## src/rtl/boot_overlay_pkg.sv

```systemverilog
package boot_overlay_pkg;
  // Strobes passed from the boot control to the select datapath
  typedef struct packed {
    logic bootActive;  // overlay in force
    logic busActive;   // address strobe asserted
  } bootStrobe_t;
endpackage

```

## src/rtl/boot_strobe_ctrl.sv

```systemverilog
module boot_strobe_ctrl
  import boot_overlay_pkg::*;
#(
  parameter int BOOT_CYCLES = 8
) (
  input  logic        clk,
  input  logic        rstN,
  input  logic        asN,
  output bootStrobe_t strobes
);
  localparam int CNT_W = $clog2(BOOT_CYCLES + 1);
  localparam logic [CNT_W-1:0] CNT_LIMIT = CNT_W'(BOOT_CYCLES);

  logic [CNT_W-1:0] strobeCount;
  logic             asPrev;
  logic             strobeEnd;

  assign strobeEnd = asN && !asPrev;

  always_ff @(posedge clk or negedge rstN) begin
    if (!rstN) begin
      strobeCount <= '0;
      asPrev      <= 1'b1;
    end else begin
      asPrev <= asN;
      if (strobeEnd && (strobeCount != CNT_LIMIT))
        strobeCount <= strobeCount + 1'b1;
    end
  end

  always_comb begin
    strobes.bootActive = (strobeCount != CNT_LIMIT);
    strobes.busActive  = !asN;
  end


  boot_drop_chk: assert property (@(posedge clk) disable iff (!rstN)
    $fell(strobes.bootActive) |-> ($past(asN) && !$past(asPrev)));


  boot_rearm_chk: assert property (@(posedge clk)
    !rstN |=> strobes.bootActive);
endmodule

```

## src/rtl/boot_select_path.sv

```systemverilog
module boot_select_path
  import boot_overlay_pkg::*;
#(
  parameter int          ADDR_W    = 22,
  parameter logic [21:0] RAM_LAST  = 22'h37FFFF,
  parameter logic [21:0] ROM_LAST  = 22'h3FBFFF,
  parameter logic [21:0] UART_LAST = 22'h3FDFFF
) (
  input  logic              clk,
  input  logic              rstN,
  input  logic [ADDR_W-1:0] addr,
  input  logic              rwN,
  input  bootStrobe_t       strobes,
  output logic              ramSelN,
  output logic              romSelN,
  output logic              uartSelN,
  output logic              expSelN
);
  localparam logic [ADDR_W-1:0] RAM_TOP  = ADDR_W'(RAM_LAST);
  localparam logic [ADDR_W-1:0] ROM_TOP  = ADDR_W'(ROM_LAST);
  localparam logic [ADDR_W-1:0] UART_TOP = ADDR_W'(UART_LAST);

  logic inRam, inRom, inUart, inExp;
  logic overlayRead;

  always_comb begin
    inRam  = (addr <= RAM_TOP);
    inRom  = !inRam && (addr <= ROM_TOP);
    inUart = !inRam && !inRom && (addr <= UART_TOP);
    inExp  = !inRam && !inRom && !inUart;
    overlayRead = strobes.bootActive && rwN;

    ramSelN  = !(strobes.busActive && inRam && !strobes.bootActive);
    romSelN  = !(strobes.busActive && (inRom || (inRam && overlayRead)));
    uartSelN = !(strobes.busActive && inUart);
    expSelN  = !(strobes.busActive && inExp);
  end


  idle_quiet_chk: assert property (@(posedge clk) disable iff (!rstN)
    !strobes.busActive |-> (ramSelN && romSelN && uartSelN && expSelN));


  one_sel_chk: assert property (@(posedge clk) disable iff (!rstN)
    $onehot0({!ramSelN, !romSelN, !uartSelN, !expSelN}));


  vector_rom_chk: assert property (@(posedge clk) disable iff (!rstN)
    (strobes.busActive && strobes.bootActive && rwN && addr <= RAM_TOP)
      |-> (!romSelN && ramSelN));


  boot_write_chk: assert property (@(posedge clk) disable iff (!rstN)
    (strobes.bootActive && !rwN && addr <= RAM_TOP)
      |-> (ramSelN && romSelN && uartSelN && expSelN));
endmodule

```

## src/rtl/boot_overlay_decoder.sv

```systemverilog
module boot_overlay_decoder
  import boot_overlay_pkg::*;
#(
  parameter int BOOT_CYCLES = 8,
  parameter int ADDR_W      = 22
) (
  input  logic              clk,
  input  logic              rstN,
  input  logic [ADDR_W-1:0] addr,
  input  logic              asN,
  input  logic              rwN,
  output logic              ramSelN,
  output logic              romSelN,
  output logic              uartSelN,
  output logic              expSelN,
  output logic              bootActive
);
  bootStrobe_t strobes;

  boot_strobe_ctrl #(.BOOT_CYCLES(BOOT_CYCLES)) uCtrl (
    .clk     (clk),
    .rstN    (rstN),
    .asN     (asN),
    .strobes (strobes)
  );

  boot_select_path #(.ADDR_W(ADDR_W)) uPath (
    .clk      (clk),
    .rstN     (rstN),
    .addr     (addr),
    .rwN      (rwN),
    .strobes  (strobes),
    .ramSelN  (ramSelN),
    .romSelN  (romSelN),
    .uartSelN (uartSelN),
    .expSelN  (expSelN)
  );

  assign bootActive = strobes.bootActive;
endmodule

```

## config.mk

```make
export PLATFORM = sky130hd
export DESIGN_NAME = boot_overlay_decoder
export DESIGN_NICKNAME = d
export VERILOG_FILES = /design/src/rtl/boot_overlay_pkg.sv /design/src/rtl/boot_strobe_ctrl.sv /design/src/rtl/boot_select_path.sv /design/src/rtl/boot_overlay_decoder.sv
export SDC_FILE = /design/constraint.sdc
export NUM_CORES = 1
export LEC_CHECK = 0
export CORE_AREA = 2 2 39 41
export DETAILED_ROUTE_END_ITERATION = 7
export DIE_AREA = 0 0 41 43
export DONT_BUFFER_PORTS = 1
export GPL_ROUTABILITY_DRIVEN = 0
export PLACE_DENSITY = 0.44
export SLEW_MARGIN = 20
export SYNTH_ARGS = -nofsm -noshare
export SYNTH_HDL_FRONTEND = slang
export SYNTH_SLANG_ARGS = --single-unit
```

## constraint.sdc

```tcl
create_clock -name clk -period 1.6 [get_ports clk]
set_input_delay 0.32 -clock clk [delete_from_list [all_inputs] [get_ports clk]]
set_output_delay 0.32 -clock clk [all_outputs]
set_load 0.03 [all_outputs]
```

==> impl_metrics.yaml, run 1 <==
die:
  io_pins: 31
  die-area_um2: 1760
  start_util_pct: 22.9
  rows: 14
  chipWidth_um: 41
  core_area_um2: 1380
  die_h_um: 43
yosys:
  number_of_synthesized_register_bits: 5
  synth_seq_area_share_pct: 39.9
  syn-num-nets: 57
  ys.warnings.count: 0
  post-synth-top-area-fraction_pct: 31.6
  netlist-cell-type-count: 20
  syn_avg_cell_area_um2: 10.9
  synth_top_area_cell: "sky130_fd_sc_hd__dfrtp_1"
  netlist_area_um2: 317
  netlist_instances: 29
  largest_cells_by_area_after_synthesis: "sky130_fd_sc_hd__dfrtp_1, sky130_fd_sc_hd__dfstp_2, sky130_fd_sc_hd__ha_1"
worst_setup_path:
  nature_of_the_critical_path_endpoint: "output pin"
  start_kind: "flop"
  timing.critical_path.slowest_stage_cell: "sky130_fd_sc_hd__or3b_4"
  worst_ep_arrival_time_ps: 1380
  r2r.worst_path.cells: 6
  slowest_delay_ps: 460
  ff2ff_setup_slack_ps: 210
  worst-path-max-fanout: 3
  worst-endpoint-required_ps: 1280
  ordered_cell_list_for_the_critical_path: "inv_2 > ha_4 > nand3b_4 > or3b_4"
  timing.rr.start: "uCtrl.strobeCount[0]$_DFFE_PN0P_"
  category_of_the_critical_setup_timing_path: "reg -> out"
  rr_endpoint: "uCtrl.strobeCount[1]$_DFFE_PN0P_"
timing:
  hold_violations: 0
  final.hold.worst_slack_ps: 83.7
  worst_slew_margin_rel_pct: 76.1
  rsz0062_at_grt: "yes"
  setup_viol_count_final: 2
  worst-slew-pin-transition_ps: 357
  finalCritPeriodShare_pct: 106
  skew_ps: 1.37
  post_layout_min_period_ps: 1700
  final-max-slew-violation-count: 0
  timing.fmax_mhz: 590
  fin_tns_setup_ps: -171
  worst_setup_slack_after_layout_ps: -95.4
cts:
  cts_htree_levels: 1
  cts_buffers: 3
  ctsRootBufferMaster: "sky130_fd_sc_hd__clkbuf_4"
  clkTransAtPathRegs_ps: 40
  cts_tree: "done"
  cts_max_path_buffers: 2
  insertion_delay_of_the_later_clocked_pin_in_the_worst_skew_pair_ps: 230
  cts_sinks: 5
min_path:
  min_delay_path_depth: 0
  hp-start: "asN"
  hp-class: "in -> reg"
  timing.hold.worst_endpoint: "uCtrl.asPrev$_DFF_PN1_"
status:
  failed_checks: "setup timing"
  run_status: "finished, violations left"
drt:
  drt_first_iter_violations: 0
  routed_wl_um: 637
  wire_per_inst_um: 11.6
  drcViolationCount: 0
  vias_per_cell: 4.56
  num_vias: 251
  drtPass1Iterations: 1
  final_ant_viol_nets: 0
grt:
  use_met3_pct: 0
  grt_first_pass_wirelength_um: 1030
  antenna_violations_before_repair: 0
  grt_start_max_net_pins: 7
  grt_remaining_overflow: 0
  grt_pass1_vias: 246
  grt_util_all_layers_pct: 8.48
  grt_use_met2_pct: 14.1
  grt_most_used_layer: "met2"
  grtUsageMet1_pct: 9.80
pwr:
  power_density_over_the_cells_nw_per_um2: 1630
  power.ir.vdd_worst_v: 0.000581
  leakagePower_nw: 0.196
  totalPowerFinal_mw: 0.710
final_layout:
  finalCoreUtilization_pct: 31.6
  num-nets-final: 68
  flow.area_growth_from_synthesis_pct: 37.9
  layout-drive-gt1-share_pct: 51.3
  n_antenna_cell: 0
placement:
  dp.final_hpwl_um: 512
  numPortBuffers: 0
  place_ws_ps: 56.9
run:
  timing.max_cap.violations: 0
placed cells by master, fill, tap and decap left out, types with 2 or more instances in the layout:
master / instances
sky130_fd_sc_hd__buf_4: 5
sky130_fd_sc_hd__clkbuf_4: 3
sky130_fd_sc_hd__dfrtp_1: 4
sky130_fd_sc_hd__inv_2: 2
sky130_fd_sc_hd__mux2_2: 2
sky130_fd_sc_hd__xnor2_1: 2
power by group:
group / switching [mW] / total, mW / internal [mW]
logic: 0.147 / 0.339 / 0.192
clock network: 0.0446 / 0.138 / 0.0938
registers: 0.0503 / 0.232 / 0.182
cell families (layout without fill, tap and decap cells):
kind of cell	Yosys count	count (layout)	synth area share, %
flip-flops	5	5	39.9
XOR/XNOR	2	2	5.53
adder cells (fa/ha/maj)	2	2	7.90
buffers and inverters	3	13	3.56
multiplexers	2	2	7.11
AND/OR/NAND/NOR	13	13	32.8
AO/OA/AOI/OAI	2	2	3.16
final cells by class:
cell class / count / area, um^2
Inverter: 3 / 11.3
Timing Repair Buffer: 6 / 47.5
Tap cell: 16 / 20.0
Sequential cell: 5 / 126
Multi-Input combinational cell: 21 / 205
Fill cell: 143 / 947
Clock buffer: 4 / 26.3
layer usage:
layer  vias up  share of wire (%)
met2         5                 60
met3         2                1.1
met4         0                2.4
li1        122                  -
met1       122                 36
met5         -                  0
metrics by stage:
step           std cells  instance area (um^2)
2_1_floorplan         29                   330
3_3_place_gp          47                   365
3_5_place_dp          47                   365
4_1_cts               54                   429
5_1_grt               55                   437
6_report              55                   437
state kept, by name, indices dropped and copies added, names as in the netlist:
name	count
uCtrl.asPrev	1
uCtrl.strobeCount	4
worst max path at each step:
stage	end	from	slack [ps]
2_1_floorplan	romSelN	uCtrl.strobeCount[0]$_DFFE_PN0P_	-9
3_3_place_gp	romSelN	uCtrl.strobeCount[1]$_DFFE_PN0P_	80
3_5_place_dp	romSelN	uCtrl.strobeCount[1]$_DFFE_PN0P_	60
4_1_cts	romSelN	uCtrl.strobeCount[1]$_DFFE_PN0P_	-90
5_1_grt	romSelN	uCtrl.strobeCount[1]$_DFFE_PN0P_	-150
6_report	ramSelN	uCtrl.strobeCount[0]$_DFFE_PN0P_	-100
worst max-delay path, delay by kind of cell, from the launching register on:
kind | cells | cell delay [ps]
AND/OR/NAND/NOR | 2 | 540
flip-flops | 1 | 380
adder cells (fa/ha/maj) | 1 | 150
buffers and inverters | 1 | 70
Yosys cell counts:
library cell	n
sky130_fd_sc_hd__dfrtp_1	4
sky130_fd_sc_hd__inv_1	3
sky130_fd_sc_hd__a21oi_1	2
sky130_fd_sc_hd__ha_1	2
sky130_fd_sc_hd__mux2_2	2
sky130_fd_sc_hd__xnor2_1	2
sky130_fd_sc_hd__and2b_2	1
sky130_fd_sc_hd__and3_1	1
sky130_fd_sc_hd__and4b_1	1
sky130_fd_sc_hd__dfstp_2	1
sky130_fd_sc_hd__nand2_1	1
sky130_fd_sc_hd__nand2_2	1
sky130_fd_sc_hd__nand3_1	1
sky130_fd_sc_hd__nand3_2	1
sky130_fd_sc_hd__nand3b_1	1
sky130_fd_sc_hd__nand3b_4	1
sky130_fd_sc_hd__nand4_1	1
sky130_fd_sc_hd__nor2_1	1
sky130_fd_sc_hd__or3b_1	1
sky130_fd_sc_hd__or4_1	1
timing repair:
item	4_1_cts	5_1_grt
setup endpoints to repair	2	2
gates resized for setup	4	0
buffers inserted	2	1
pin swaps	1	1
endpoints found under the hold margin	5	0
hold buffers	1	0
No activity file was read; power rests on OpenSTA's default activity.
==> run 2, diff against run 1 <==
--- a/config.mk
+++ b/config.mk
@@ -10,8 +10,9 @@
 export DIE_AREA = 0 0 41 43
 export DONT_BUFFER_PORTS = 1
 export GPL_ROUTABILITY_DRIVEN = 0
-export PLACE_DENSITY = 0.44
+export PLACE_DENSITY = 0.45
 export SLEW_MARGIN = 20
 export SYNTH_ARGS = -nofsm -noshare
 export SYNTH_HDL_FRONTEND = slang
+export SYNTH_HIERARCHICAL = 1
 export SYNTH_SLANG_ARGS = --single-unit
==> impl_metrics.yaml, run 2 <==
cts:
  cts_sinks: 5
  ctsRootBufferMaster: "sky130_fd_sc_hd__clkbuf_4"
  cts_buffers: 3
  insertion_delay_of_the_later_clocked_pin_in_the_worst_skew_pair_ps: 240
  cts_max_path_buffers: 2
  cts_htree_levels: 1
  clkTransAtPathRegs_ps: 40
  cts_tree: "done"
grt:
  antenna_violations_before_repair: 0
  grt_remaining_overflow: 0
  grt_first_pass_wirelength_um: 1110
  grt_util_all_layers_pct: 10.4
  grt_start_max_net_pins: 6
  grt_pass1_vias: 271
die:
  chipWidth_um: 41
  rows: 14
  die-area_um2: 1760
  die_h_um: 43
  core_area_um2: 1380
  io_pins: 31
  start_util_pct: 23.6
yosys:
  largest_cells_by_area_after_synthesis: "sky130_fd_sc_hd__dfrtp_1, sky130_fd_sc_hd__dfstp_2, sky130_fd_sc_hd__ha_1"
  synth_top_area_cell: "sky130_fd_sc_hd__dfrtp_1"
  netlist_instances: 31
  synth-main-ff-cell: "sky130_fd_sc_hd__dfrtp_1"
  netlist_top_cells_count: "sky130_fd_sc_hd__dfrtp_1, sky130_fd_sc_hd__inv_1, sky130_fd_sc_hd__and3_1, sky130_fd_sc_hd__nand2_1"
  netlist-cell-type-count: 18
  post-synth-top-area-fraction_pct: 30.7
  syn_avg_cell_area_um2: 10.5
  netlist_area_um2: 327
  synth-async-reset-ratio_pct: 100
  ys.warnings.count: 6
  synth_edf_count: 0
  number_of_synthesized_register_bits: 5
  syn-num-nets: 59
  synth_seq_area_share_pct: 38.7
drt:
  drcViolationCount: 0
  drtPass1Iterations: 2
  wire_per_inst_um: 13.1
  num_vias: 264
  routed_wl_um: 760
  drt_first_iter_violations: 2
  final_ant_viol_nets: 0
  vias_per_cell: 4.55
status:
  failed_checks: "setup timing"
  run_status: "finished, violations left"
worst_setup_path:
  slowest_delay_ps: 440
  ordered_cell_list_for_the_critical_path: "inv_2 > ha_4 > nand3b_4 > or3b_4"
  path_buf_inv: 1
  critical_path.top_delay_family: "simple AND/OR/NAND/NOR gates"
  worst_ep_arrival_time_ps: 1380
  timing.critical_path.slowest_stage_cell: "sky130_fd_sc_hd__or3b_4"
  start_kind: "flop"
  category_of_the_critical_setup_timing_path: "reg -> out"
  worst-path-max-fanout: 3
  worst-endpoint-required_ps: 1280
  nature_of_the_critical_path_endpoint: "output pin"
run:
  timing.max_cap.violations: 0
min_path:
  hp-class: "in -> reg"
final_layout:
  fillers: 147
  n_antenna_cell: 0
  number_of_flip_flops_under_the_largest_register_name: 4
  seq_area_um2: 126
  layout-drive-gt1-share_pct: 50.0
  flow.area_growth_from_synthesis_pct: 42.1
  top_library_cells_by_usage_in_the_layout_fill_and_taps_aside: "sky130_fd_sc_hd__buf_4, sky130_fd_sc_hd__dfrtp_1"
  reg_top3: "uCtrl/strobeCount (4), uCtrl/asPrev (1)"
  final_area_um2: 464
  multi_input_comb_area_um2: 214
  num-nets-final: 71
  max_flop_register: "uCtrl/strobeCount"
pwr:
  totalPowerFinal_mw: 0.731
  leakagePower_nw: 0.220
  power_density_over_the_cells_nw_per_um2: 1570
  power.ir.vdd_worst_v: 0.000399
timing:
  worst_slew_margin_rel_pct: 80.3
  worst_setup_slack_after_layout_ps: -104
  final-max-slew-violation-count: 0
  setup_viol_count_final: 2
  hold_violations: 0
  worst-slew-pin-transition_ps: 296
  rsz0062_at_grt: "yes"
  post_layout_min_period_ps: 1700
  timing.fmax_mhz: 587
  skew_ps: 2.93
  finalCritPeriodShare_pct: 107
  fin_tns_setup_ps: -201
placement:
  place_area_um2: 378
  numPortBuffers: 0
  dp.final_hpwl_um: 559
  place_ws_ps: 74.2
run 2: final cells by class:
class	count	share of cell area (%)
Tap cell	16	4.31
Inverter	4	3.23
Sequential cell	5	27.2
Clock buffer	4	5.66
Timing Repair Buffer	7	13.5
Multi-Input combinational cell	22	46.1
run 2: kinds of logic after synthesis:
logic type	count (synthesis)	share of synthesized area, %
AOI/OAI and AO/OA	1	1.92
xor gates and xnor gates	2	5.36
DFF	5	38.7
adders and majority gates	2	7.66
muxes	2	8.04
buffers and inverters	4	4.60
and+or+nand+nor	15	33.7
run 2: per-stage QoR:
step | util (%) | std cells | hold slack, ps
6_report | 33.5 | 58 | 76.9
5_1_grt | 33.5 | 58 | 56.3
4_1_cts | 32.0 | 57 | 64.9
3_5_place_dp | 27.3 | 50 | 24.6
3_3_place_gp | 27.3 | 50 | 24.6
2_1_floorplan | - | 31 | 24.4
run 2: per-layer routing:
metal / track usage [%] / wire length (um)
met1: 10.1 / 273
met2: 15.0 / 449
met3: 6.28 / 37
met4: 8.00 / 0
met5: 0 / 0
run 2: where the power goes:
| group | switching (mW) | leakage [nW] | internal (mW) |
|---|---|---|---|
| Sequential | 0.0469 | 0.0578 | 0.182 |
| Clock | 0.0489 | 0.0150 | 0.0941 |
| Combinational | 0.151 | 0.148 | 0.208 |
| Total | 0.247 | 0.220 | 0.484 |
run 2: path summary, 6_finish.rpt:
kind	end	cells after the start	slack [ps]	from
setup / recovery	ramSelN	4	-100	uCtrl/strobeCount[0]$_DFFE_PN0P_
hold / removal	uCtrl/asPrev$_DFF_PN1_	0	80	asN
setup reg to reg	uCtrl/strobeCount[2]$_DFFE_PN0P_	7	80	uCtrl/strobeCount[0]$_DFFE_PN0P_
hold reg to reg	uCtrl/strobeCount[3]$_DFFE_PN0P_	1	540	uCtrl/strobeCount[3]$_DFFE_PN0P_
max in group asynchronous	uCtrl/asPrev$_DFF_PN1_	1	970	rstN
min in group asynchronous	uCtrl/strobeCount[0]$_DFFE_PN0P_	1	370	rstN
run 2: repair_timing:
item,4_1_cts,5_1_grt
pin swaps,2,3
gates resized for setup,4,3
endpoints found under the setup margin,2,2
hold endpoints to repair,5,0
gates cloned,0,0
buffers inserted,2,1
hold buffers,1,0
==> run 3, diff against run 2 <==
--- a/config.mk
+++ b/config.mk
@@ -10,7 +10,6 @@
 export DIE_AREA = 0 0 41 43
 export DONT_BUFFER_PORTS = 1
 export GPL_ROUTABILITY_DRIVEN = 0
-export PLACE_DENSITY = 0.45
 export SLEW_MARGIN = 20
 export SYNTH_ARGS = -nofsm -noshare
 export SYNTH_HDL_FRONTEND = slang
==> impl_metrics.yaml, run 3 (synthesis gave the netlist of run 2 again) <==
status:
  run_status: "finished, violations left"
  failed_checks: "setup timing"
timing:
  skew_ps: 1.07
  fin_tns_setup_ps: -192
  timing.fmax_mhz: 588
  worst_slew_margin_rel_pct: 81.1
  final-max-slew-violation-count: 0
  finalCritPeriodShare_pct: 106
  hold_violations: 0
  worst-slew-pin-transition_ps: 285
  setup_viol_count_final: 2
  worst_setup_slack_after_layout_ps: -102
  post_layout_min_period_ps: 1700
  final.hold.worst_slack_ps: 71.7
  rsz0062_at_grt: "yes"
die:
  core_area_um2: 1380
  die_h_um: 43
  io_pins: 31
  rows: 14
  start_util_pct: 23.6
  chipWidth_um: 41
  die-area_um2: 1760
pwr:
  totalPowerFinal_mw: 0.738
  share_seq_of_total_power_pct: 30.9
  pwr-share-clk_pct: 20.5
  leakagePower_nw: 0.229
  power.ir.vdd_worst_v: 0.000593
  p_int_mw: 0.492
  switchingPower_mw: 0.246
  power_density_over_the_cells_nw_per_um2: 1540
  switch_share_pct: 33.3
  share_comb_of_total_power_pct: 48.6
final_layout:
  final_common_cell: "sky130_fd_sc_hd__buf_4"
  flow.area_growth_from_synthesis_pct: 46.7
  final_area_um2: 479
  number_of_flip_flops_under_the_largest_register_name: 4
  max_flop_register: "uCtrl/strobeCount"
  n_antenna_cell: 0
  stdcell_count: 60
  finalCoreUtilization_pct: 34.6
  top_library_cells_by_usage_in_the_layout_fill_and_taps_aside: "sky130_fd_sc_hd__buf_4, sky130_fd_sc_hd__dfrtp_1, sky130_fd_sc_hd__clkbuf_4, sky130_fd_sc_hd__and3_1, sky130_fd_sc_hd__nand2_1"
  multi_input_comb_area_um2: 214
  seq_area_um2: 126
  layout-drive-gt1-share_pct: 54.5
  fillers: 149
  num-nets-final: 73
  reg_top3: "uCtrl/strobeCount (4), uCtrl/asPrev (1)"
cts:
  cts_htree_levels: 1
  ctsRootBufferMaster: "sky130_fd_sc_hd__clkbuf_4"
  clkTransAtPathRegs_ps: 50
  cts_sinks: 5
  cts_max_path_buffers: 2
  cts_buffers: 3
  insertion_delay_of_the_later_clocked_pin_in_the_worst_skew_pair_ps: 240
  cts_tree: "done"
drt:
  wire_per_inst_um: 11.1
  drtPass1Iterations: 4
  vias_per_cell: 4.45
  drcViolationCount: 0
  num_vias: 267
  drt_first_iter_violations: 2
  final_ant_viol_nets: 0
  routed_wl_um: 663
grt:
  grt_remaining_overflow: 0
  grt_pass1_vias: 227
  grt_util_all_layers_pct: 9.26
  grt_start_max_net_pins: 6
  grt_first_pass_wirelength_um: 1010
  antenna_violations_before_repair: 0
worst_setup_path:
  ff2ff_setup_slack_ps: 110
  rr_endpoint: "uCtrl/strobeCount[1]$_DFFE_PN0P_"
  timing.rr.start: "uCtrl/strobeCount[1]$_DFFE_PN0P_"
  worst-path-max-fanout: 4
  crit_path_end: "ramSelN"
  worst_ep_arrival_time_ps: 1380
  worst-endpoint-required_ps: 1280
  start_kind: "flop"
  category_of_the_critical_setup_timing_path: "reg -> out"
  r2r.worst_path.cells: 7
  cp-startpoint: "uCtrl/strobeCount[1]$_DFFE_PN0P_"
  nature_of_the_critical_path_endpoint: "output pin"
min_path:
  hp-class: "in -> reg"
  hp-start: "asN"
placement:
  place_area_um2: 385
  placed_cells: 51
  place_ws_ps: 93.6
  numPortBuffers: 0
run:
  timing.max_cap.violations: 0
-- run 3: worst min-delay path by stage --
stage / end / slack (ps) / depth (start not counted)
global route: uCtrl/asPrev$_DFF_PN1_ / 40 / 0
finish: uCtrl/asPrev$_DFF_PN1_ / 70 / 0
global placement: uCtrl/strobeCount[1]$_DFFE_PN0P_ / 20 / 0
floorplan: uCtrl/strobeCount[0]$_DFFE_PN0P_ / 20 / 0
CTS: uCtrl/asPrev$_DFF_PN1_ / 60 / 0
detailed placement: uCtrl/strobeCount[1]$_DFFE_PN0P_ / 20 / 0
-- run 3: critical path, cell delays in order (launching register included) --
cell and delay, ps:
sky130_fd_sc_hd__dfrtp_1 390, sky130_fd_sc_hd__inv_2 70, sky130_fd_sc_hd__ha_4 140, sky130_fd_sc_hd__nand3b_4 90
sky130_fd_sc_hd__or3b_4 440
-- run 3: cell type report --
cell class | instances | area share (%)
sequential | 5 | 26.4
inverter | 4 | 3.13
tap | 16 | 4.18
multi-input combinational | 22 | 44.6
timing repair buffer | 9 | 16.2
clock buffer | 4 | 5.48
-- run 3: per-layer routing --
metal | track usage [%] | vias to the layer above | routed length, um
met1 | 10.7 | 129 | 268
met3 | 9.42 | 0 | 47
met4 | 2.00 | 0 | 0
met2 | 11.9 | 5 | 347
li1 | - | 133 | -
met5 | 0 | - | 0
-- run 3: power by group through the flow --
stage               registers (mW)  logic [mW]  clock network (mW)
finish                       0.228       0.359               0.152
global route                 0.233       0.390               0.175
CTS                          0.227       0.350               0.154
detailed placement           0.225       0.271                   0
global placement             0.221       0.265                   0
floorplan                    0.230       0.185                   0
-- run 3: repair_timing --
action | 4_1_cts | 5_1_grt
setup buffers | 3 | 1
hold endpoints to repair | 5 | 0
hold buffers | 1 | 0
endpoints found under the setup margin | 2 | 3
cloned | 0 | 0
pin swaps | 3 | 1
gates resized for setup | 7 | 1
